--- config.mk ---
export PLATFORM = sky130hd
export DESIGN_NAME = fpmod_unit
export DESIGN_NICKNAME = d
export VERILOG_FILES = /design/src/rtl/fpmod_pkg.sv /design/src/rtl/fpmod_src.sv /design/src/rtl/fpmod_scale.sv /design/src/rtl/fpmod_clamp.sv /design/src/rtl/fpmod_unit.sv
export SDC_FILE = /design/constraint.sdc
export NUM_CORES = 1
export LEC_CHECK = 0
export BUFFER_PORTS_ARGS = -buffer_cell sky130_fd_sc_hd__buf_4
export CAP_MARGIN = 10
export CORE_ASPECT_RATIO = 0.75
export CORE_MARGIN = 1
export CORE_UTILIZATION = 49
export CTS_CLUSTER_SIZE = 16
export DETAILED_ROUTE_END_ITERATION = 10
export PLACE_DENSITY = 0.88
export SLEW_MARGIN = 10
export SYNTH_ARGS = -nofsm -noshare
export SYNTH_HDL_FRONTEND = slang
export SYNTH_SLANG_ARGS = --single-unit
--- constraint.sdc ---
create_clock -name clk -period 5.84 [get_ports clk]
set_clock_uncertainty 0.15 [all_clocks]
set_input_delay 1.168 -clock clk [delete_from_list [all_inputs] [get_ports clk]]
set_output_delay 1.168 -clock clk [all_outputs]
set_load 0.005 [all_outputs]
--- src/rtl/fpmod_pkg.sv ---
package fpmod_pkg;
    localparam int FP_W  = 32;
    localparam int EXP_W = 8;
    localparam int MAN_W = 23;

    typedef enum logic [1:0] {
        OM_NONE = 2'd0,
        OM_X2   = 2'd1,
        OM_X4   = 2'd2,
        OM_HALF = 2'd3
    } omod_e;

    localparam logic [FP_W-1:0]  FP_ONE   = 32'h3F80_0000;
    localparam logic [EXP_W-1:0] EXP_SPEC = '1;
endpackage

--- src/rtl/fpmod_src.sv ---
module fpmod_src
    import fpmod_pkg::*;
(
    input  logic [FP_W-1:0] val_i,
    input  logic            abs_i,
    input  logic            neg_i,
    output logic [FP_W-1:0] val_o
);
    logic sign_mag;

    always_comb begin
        // magnitude first, then the sign flip
        sign_mag = abs_i ? 1'b0 : val_i[FP_W-1];
        val_o    = {sign_mag ^ neg_i, val_i[FP_W-2:0]};
    end
endmodule

--- src/rtl/fpmod_scale.sv ---
module fpmod_scale
    import fpmod_pkg::*;
(
    input  logic [FP_W-1:0] val_i,
    input  omod_e           omod_i,
    output logic [FP_W-1:0] val_o
);
    localparam int SH_W = MAN_W + 2;

    logic             sgn;
    logic [EXP_W-1:0] ex;
    logic [MAN_W-1:0] mn;
    logic             is_spec;
    logic             is_zero;
    logic [1:0]       up_k;
    logic [SH_W-1:0]  sh;
    logic [EXP_W:0]   ex_up;
    logic [MAN_W:0]   half_full;
    logic [MAN_W-1:0] half_q;
    logic [MAN_W:0]   half_r;

    always_comb begin
        sgn     = val_i[FP_W-1];
        ex      = val_i[FP_W-2:MAN_W];
        mn      = val_i[MAN_W-1:0];
        is_spec = (ex == EXP_SPEC);
        is_zero = (ex == '0) && (mn == '0);
        up_k    = (omod_i == OM_X2) ? 2'd1 : 2'd2;

        // subnormal scaled up: shift the mantissa and renormalise
        sh    = {2'b00, mn} << up_k;
        ex_up = {1'b0, ex} + {{(EXP_W-1){1'b0}}, up_k};

        // halving near the bottom of the range: shift right, round half to even
        half_full = {ex[0], mn};
        half_q    = half_full[MAN_W:1];
        half_r    = {1'b0, half_q} + {{MAN_W{1'b0}}, half_full[0] & half_q[0]};

        val_o = val_i;
        unique case (omod_i)
            OM_NONE: val_o = val_i;
            OM_X2, OM_X4: begin
                if (!is_spec && !is_zero) begin
                    if (ex == '0) begin
                        if (sh[SH_W-1])
                            val_o = {sgn, 8'd2, sh[SH_W-2:1]};
                        else if (sh[MAN_W])
                            val_o = {sgn, 8'd1, sh[MAN_W-1:0]};
                        else
                            val_o = {sgn, 8'd0, sh[MAN_W-1:0]};
                    end else if (ex_up >= {1'b0, EXP_SPEC}) begin
                        val_o = {sgn, EXP_SPEC, {MAN_W{1'b0}}};
                    end else begin
                        val_o = {sgn, ex_up[EXP_W-1:0], mn};
                    end
                end
            end
            OM_HALF: begin
                if (!is_spec) begin
                    if (ex <= 8'd1)
                        val_o = {sgn, {(EXP_W-1){1'b0}}, half_r[MAN_W], half_r[MAN_W-1:0]};
                    else
                        val_o = {sgn, ex - 8'd1, mn};
                end
            end
            default: val_o = val_i;
        endcase
    end
endmodule

--- src/rtl/fpmod_clamp.sv ---
module fpmod_clamp
    import fpmod_pkg::*;
(
    input  logic [FP_W-1:0] val_i,
    input  logic            en_i,
    output logic [FP_W-1:0] val_o
);
    logic is_nan;

    always_comb begin
        is_nan = (val_i[FP_W-2:MAN_W] == EXP_SPEC) && (val_i[MAN_W-1:0] != '0);
        if (!en_i)
            val_o = val_i;
        else if (is_nan || val_i[FP_W-1])
            val_o = '0;
        else if (val_i[FP_W-2:0] >= FP_ONE[FP_W-2:0])
            val_o = FP_ONE;
        else
            val_o = val_i;
    end
endmodule

--- src/rtl/fpmod_unit.sv ---
module fpmod_unit
    import fpmod_pkg::*;
#(
    parameter int NUM_SRC = 3
) (
    input  logic                          clk,
    input  logic                          rst,
    input  logic                          vld_i,
    input  logic [NUM_SRC-1:0][FP_W-1:0]  opnd_i,
    input  logic [NUM_SRC-1:0]            opnd_abs_i,
    input  logic [NUM_SRC-1:0]            opnd_neg_i,
    input  logic [FP_W-1:0]               raw_res_i,
    input  logic [1:0]                    omod_i,
    input  logic                          clamp_i,
    output logic                          vld_o,
    output logic [NUM_SRC-1:0][FP_W-1:0]  opnd_o,
    output logic [FP_W-1:0]               res_o
);
    typedef struct packed {
        logic                         vld;
        logic [NUM_SRC-1:0][FP_W-1:0] ops;
        logic [FP_W-1:0]              res;
    } stage_t;

    stage_t st_d, st_q;

    logic [NUM_SRC-1:0][FP_W-1:0] mod_ops;
    logic [FP_W-1:0]              scaled;
    logic [FP_W-1:0]              clamped;

    for (genvar i = 0; i < NUM_SRC; i++) begin : g_src
        fpmod_src u_src (
            .val_i (opnd_i[i]),
            .abs_i (opnd_abs_i[i]),
            .neg_i (opnd_neg_i[i]),
            .val_o (mod_ops[i])
        );
    end

    fpmod_scale u_scale (
        .val_i  (raw_res_i),
        .omod_i (omod_e'(omod_i)),
        .val_o  (scaled)
    );

    fpmod_clamp u_clamp (
        .val_i (scaled),
        .en_i  (clamp_i),
        .val_o (clamped)
    );

    always_comb begin
        st_d     = st_q;
        st_d.vld = vld_i;
        st_d.ops = mod_ops;
        st_d.res = clamped;
    end

    always_ff @(posedge clk) begin
        if (rst) st_q <= '0;
        else     st_q <= st_d;
    end

    assign vld_o  = st_q.vld;
    assign opnd_o = st_q.ops;
    assign res_o  = st_q.res;

    // ---------------- assertions ----------------
    assert_vld_set_R1: assert property (@(posedge clk) disable iff (rst)
        vld_i |=> vld_o);
    assert_vld_clr_R1: assert property (@(posedge clk) disable iff (rst)
        !vld_i |=> !vld_o);

    for (genvar i = 0; i < NUM_SRC; i++) begin : g_chk
        assert_abs_sign_R2: assert property (@(posedge clk) disable iff (rst)
            (opnd_abs_i[i] && !opnd_neg_i[i]) |=> !opnd_o[i][FP_W-1]);
        assert_mag_keep_R2: assert property (@(posedge clk) disable iff (rst)
            1'b1 |=> opnd_o[i][FP_W-2:0] == $past(opnd_i[i][FP_W-2:0]));
        assert_abs_neg_R3: assert property (@(posedge clk) disable iff (rst)
            (opnd_abs_i[i] && opnd_neg_i[i]) |=> opnd_o[i][FP_W-1]);
    end

    assert_pass_R4: assert property (@(posedge clk) disable iff (rst)
        (omod_i == 2'd0 && !clamp_i) |=> res_o == $past(raw_res_i));
    assert_special_R8: assert property (@(posedge clk) disable iff (rst)
        (raw_res_i[FP_W-2:MAN_W] == EXP_SPEC && !clamp_i) |=> res_o == $past(raw_res_i));
    assert_clamp_range_R10: assert property (@(posedge clk) disable iff (rst)
        clamp_i |=> res_o <= FP_ONE);
endmodule

======== After elaboration in Yosys (flattened, before gate mapping) ========
Index checks and enable logic that the tools add are counted.
storage, ports and cells
  bits in registers ....................... 129
  output and inout bits ................... 129
  input bits .............................. 140
  word-level logic and storage cells ...... 47
operators by class
  equal/unequal tests ..................... 5
  add/subtract/negate cells ............... 3
  shift-type cells ........................ 1
  bitwise operators ....................... 4
  magnitude comparators ................... 3
  reduce and logical (&&, ||, !) cells .... 11
  multiplexer cells ....................... 15
operators by type and width
  cell                                                                      number
  31-bit 2-to-1 mux                                                         5
  32-bit 2-to-1 mux                                                         3
  32-bit case mux with 3 select lines                                       1
  31-bit by 30-bit >= comparator with 1-bit output (second input constant)  1
  25-bit 2-to-1 mux                                                         1
  23-bit by 2-bit left shift with 25-bit output                             1
  23-bit by 1-bit adder with 24-bit output                                  1
  24-bit 2-to-1 mux                                                         1
  23-bit logical NOT                                                        1
  23-bit nonzero test                                                       1
  8-bit == test (second input constant)                                     2
  8-bit by 2-bit adder with 9-bit output                                    1
  9-bit by 8-bit >= comparator with 1-bit output (second input constant)    1
  8-bit by 1-bit <= comparator with 1-bit output (second input constant)    1
  8-bit logical NOT                                                         1
  8-bit by 1-bit subtractor with 8-bit output (second input constant)       1
  2-bit == test (second input constant)                                     2
  1-bit logical AND                                                         3
  1-bit 2-to-1 mux                                                          3
  1-bit bitwise XOR                                                         3
  2-bit by 1-bit == test with 1-bit output (second input constant)          1
  1-bit logical NOT                                                         2
  2-bit logical NOT                                                         1
  2-bit 2-to-1 mux                                                          1
  other kinds (3)                                                           3

======== Logic depth before layout (Yosys ltp) ========
  word-level depth ........................ 13
  mapped depth ............................ 17
  mapped depth without buffers ............ 13

======== Hierarchy ========
From an unflattened synthesis, not the netlist that was laid out.
unflattened totals
  cells, all modules ...................... 846
  area, all modules ....................... 7318.3 µm²
modules (own cells, without submodules)
  module       area an instance (µm²)  instances  seq. area each (µm²)  cells an instance
  fpmod_unit   3462.1                  1          2582.5                272
  fpmod_scale  2742.6                  1          0.0                   417
  fpmod_src    262.8                   3          0.0                   33
  fpmod_clamp  325.3                   1          0.0                   58

======== Worst setup path before layout ========
OpenSTA, ideal clock, no wires.
  path kind ............................... input to register
  from .................................... input port omod_i[1]
  to ...................................... register st_q (netlist bit res_o[22])
  stages on the path ...................... 16
  data required time ...................... 5.575 ns
  arrival ................................. 4.274 ns
  setup time .............................. 0.115 ns
  path buffers ............................ 3
  slack ................................... 1.301 ns
  cell sequence ........................... inv_1 ha_1 clkbuf_1 clkbuf_1 nand2_1 fa_1 nor2b_1 nor3_1 nor2_1 a221oi_2 a222oi_1 or3_1 o21ai_1 a21o_2 buf_6 o21ba_1
between the ends
  cells in the longest elaborated chain, start to end .. 13
  elaborated cells between the ends (all ways) .. 23
  those cells by class .................... add/sub: 1; order compare: 2; eq/ne: 4; shift: 1; mux: 10; reduce/logical: 5
ends and longest elaborated chain
  what                                                                                                            line                                  RTL
  start, declared                                                                                                 fpmod_unit.sv:13                      input logic [1:0] omod_i,
  2-bit by 1-bit == test with 1-bit output                                                                        fpmod_scale.sv:28, fpmod_scale.sv:40
  2-bit 2-to-1 mux                                                                                                fpmod_scale.sv:28                     up_k = (omod_i == OM_X2) ? 2'd1 : 2'd2;
  8-bit by 2-bit adder with 9-bit output / 23-bit by 2-bit left shift with 25-bit output (equally long branches)  fpmod_scale.sv:32, fpmod_scale.sv:31
  9-bit by 8-bit >= comparator with 1-bit output / 24-bit 2-to-1 mux (equally long branches)                      fpmod_scale.sv:51, fpmod_scale.sv:47
  31-bit 2-to-1 mux / 25-bit 2-to-1 mux (equally long branches)                                                   fpmod_scale.sv:51, fpmod_scale.sv:45
  31-bit 2-to-1 mux                                                                                               fpmod_scale.sv:44                     if (ex == '0) begin
  31-bit 2-to-1 mux                                                                                               fpmod_scale.sv:43                     if (!is_spec && !is_zero) begin
  32-bit case mux with 3 select lines (*)                                                                         fpmod_scale.sv:40                     unique case (omod_i)
  parallel branches: the longest is 4 deep, another holds 31-bit by 30-bit >= comparator with 1-bit output        --
  32-bit 2-to-1 mux (*)                                                                                           fpmod_clamp.sv:12                     if (!en_i)
  end signal, assigned                                                                                            fpmod_unit.sv:61                      else st_q <= st_d;
  end, declared                                                                                                   fpmod_unit.sv:25                      stage_t st_d, st_q;
Every way passes the cells marked *. The select of a mux whose other input is x is not followed.
A chain may end at the register's enable or synchronous reset.

======== Worst setup path after layout ========
  from .................................... input port omod_i[1]
  to ...................................... register st_q (netlist bit res_o[28])
Same word-level chain as after synthesis.

==> impl_results.md <==
* Max-capacitance violation count at 0
* Place WS at about 1100 ps
* DRC violations left at 0
* # clock sinks at about 130
* Minimum clock period at roughly 4400 ps
* Setup ws final at ~1400 ps
* HP Class: in -> reg
* Crit path kind: in -> reg
* Worst endpoint data arrival time at ~4600 ps
* Vias in the first global route at 6263
* Hold Vio Cnt, Final at 0
* Post-Syn Area at 6530 sq um
* Hold EP: opnd_o[24]
* Clock root cell: clkbuf_16
* Pwr dens at around 260 nW/um^2
* Top FF cell, synth: dfxtp_1
* Ant diodes at 0
* Count of hold-fix buffers inserted at cts at 0
* Syn nets at between 900 and 1000
* Post-synth top area share at between 30% and 40%
* Worst setup EP type: flop
* Core Rows at 36
* Slew headroom at between 30% and 40%
* Post-CTS setup repair buffer count at 0
* Final HPWL from detailed placement at about 18000 um
* CTS clk-pin slew, worst paths at 60 ps
* Post-synthesis sequential area ratio at between 30% and 40%
* RSZ-0062 raised after global routing: false
* Library cells used by synthesis at slightly above 80
* GPL Wtd Cong at approximately 0.98
* Worst-path maximum fanout at 12
* Status: complete, no violations
* First-pass GRT wire length at 35600 um
* Setup TNS at 0 ps
* Fin area at 9120 sq um
* Area growth syn-to-layout at 39.7%
* CP startpoint kind: input port
* I/O Pins at 269
* Buffers added on ports at between 200 and 300
* Worst Tran Pin Value at 945 ps
* WL final at between 20000 and 25000 um
* Final instance count without filler cells at roughly 1200
* Number of synthesized flops with an enable pin at 0
* Largest net degree at the start of global routing at just over 90
* Nets@finish at 1152
* Worst endpoint required time at roughly 6000 ps
* Iteration-0 DRC Markers at between 800 and 900
* Instance area at placement at approximately 8500 sq um
* Largest cells by area after synthesis: dfxtp_1, nor2b_1, nand2_1
* Via count at about 6900
* Drt wl/cell at just over 20 um
* Max clock buf depth at 2
* Leakage at between 0.004 and 0.005 uW
* Fin crit share at between 70% and 80%
* Placed Instances at 1154
* Cells after Synth at 763
* Syn avg cell area at around 8.6 sq um
* Max Fclk at about 230 MHz
* Yosys warns at 0
* CTS tree: done
* Vert. Die Dim at ~100 um
* Most instantiated library cell after synthesis: dfxtp_1
* Hold_sp: opnd_i[24]
* Post-synth top cells: dfxtp_1, nor2b_1, nand2_1
* H-tree Lvls at 4
* Post-DRT Antenna Nets at 0
* Share of layout cells above drive strength 1 at between 30% and 40%
* Congestion Overflow GR at 0
* Initial antenna violation count at 0
* Mean number of vias per cell at between 5 and 6
* Core Region at between 10000 and 15000 sq um
* Iteration count of the initial detailed-routing pass at 5
* CTS buffer count at 17
* Total power at 2410 uW
* VDD IR max at approximately 0.28 mV
* DIE WIDTH at around 140 um
* Initial Utilization at around 50%
* Final setup violating endpoints at 0
* Hold path cells at 2
* Yosys reg bits at around 130
* Total track usage at between 30% and 40%
* Max-slew violations at 0
* Async SR Flop Fraction at 0%
* Synth area leader: dfxtp_1
* Die ar. at between 10000 and 15000 sq um
* Resized Gates After CTS at 0
-- critical path: stages --
cell	delay (ps)
buf_4	90
inv_1	60
ha_1	260
fa_1	540
xnor2_1	250
nor4b_1	220
o21ai_0	210
o21ai_2	480
nand2_2	280
a211o_1	320
and4b_1	440
nand3_1	120
o21ai_1	130
-- flip-flops by register name, indices dropped and copies added (netlist names) --
register / count
res_o: 32
opnd_o: 96
vld_o: 1
-- placed cells by master (no fill, tap or decap), drive strengths merged, types with 12 or more instances in the layout --
cell    count
o21ai      37
nor2       55
nand3      24
dfxtp     129
inv        22
mux2i      20
nand2      60
nor4       13
buf       276
nand4      12
a21oi      36
clkbuf     17
nor3       26
nor2b     111
-- worst max path at each step --
stage              start  slack (ps)         to
3_3_place_gp   omod_i[1]        1180  res_o[24]
6_report       omod_i[1]        1440  res_o[28]
2_1_floorplan  omod_i[1]        1300  res_o[22]
5_1_grt        omod_i[1]        1070  res_o[28]
3_5_place_dp   omod_i[1]        1100  res_o[28]
4_1_cts        omod_i[1]        1510  res_o[28]
-- cell type report --
type	instances	area, sq um
clock buffers	17	425
clock inverters	15	158
fillers	993	3850
inverters	18	67.6
multi-input cells	560	3600
flip-flops and latches	129	2580
well taps	171	214
repair buffers	276	2070
-- power by group --
group / leakage, uW / internal, uW / total (uW) / switching, uW
logic: 0.00264 / 210 / 432 / 222
clock network: 0.000288 / 632 / 1030 / 396
registers: 0.00107 / 932 / 951 / 18.8
-- metrics by stage --
| stage | hold WS (ps) | utilization (%) |
|---|---|---|
| floorplan | 1090 | - |
| global placement | 1230 | 65.8 |
| detailed placement | 1230 | 65.8 |
| CTS | 807 | 70.3 |
| global route | 806 | 70.3 |
| finish | 823 | 70.3 |
-- cells by family (layout without fill, tap and decap cells) --
| kind of cell | count (synthesis) | after routing | synth area share, % |
|---|---|---|---|
| XOR/XNOR | 12 | 12 | 1.61 |
| AO/OA/AOI/OAI | 156 | 156 | 16.6 |
| flip-flops | 129 | 129 | 39.6 |
| AND/OR/NAND/NOR | 358 | 358 | 31.1 |
| buffers and inverters | 74 | 326 | 5.37 |
| multiplexers | 24 | 24 | 3.76 |
| adder cells (fa/ha/maj) | 10 | 10 | 2.03 |
-- metal layers --
layer / vias up / global-route usage (%) / wire, um
li1: 3171 / - / -
met1: 3211 / 45.5 / 9820
met2: 476 / 54.0 / 11400
met3: 57 / 8.93 / 2670
met4: 0 / 13.6 / 669
met5: - / 0 / 0
Note: power is estimated with default switching activity, not from simulation.
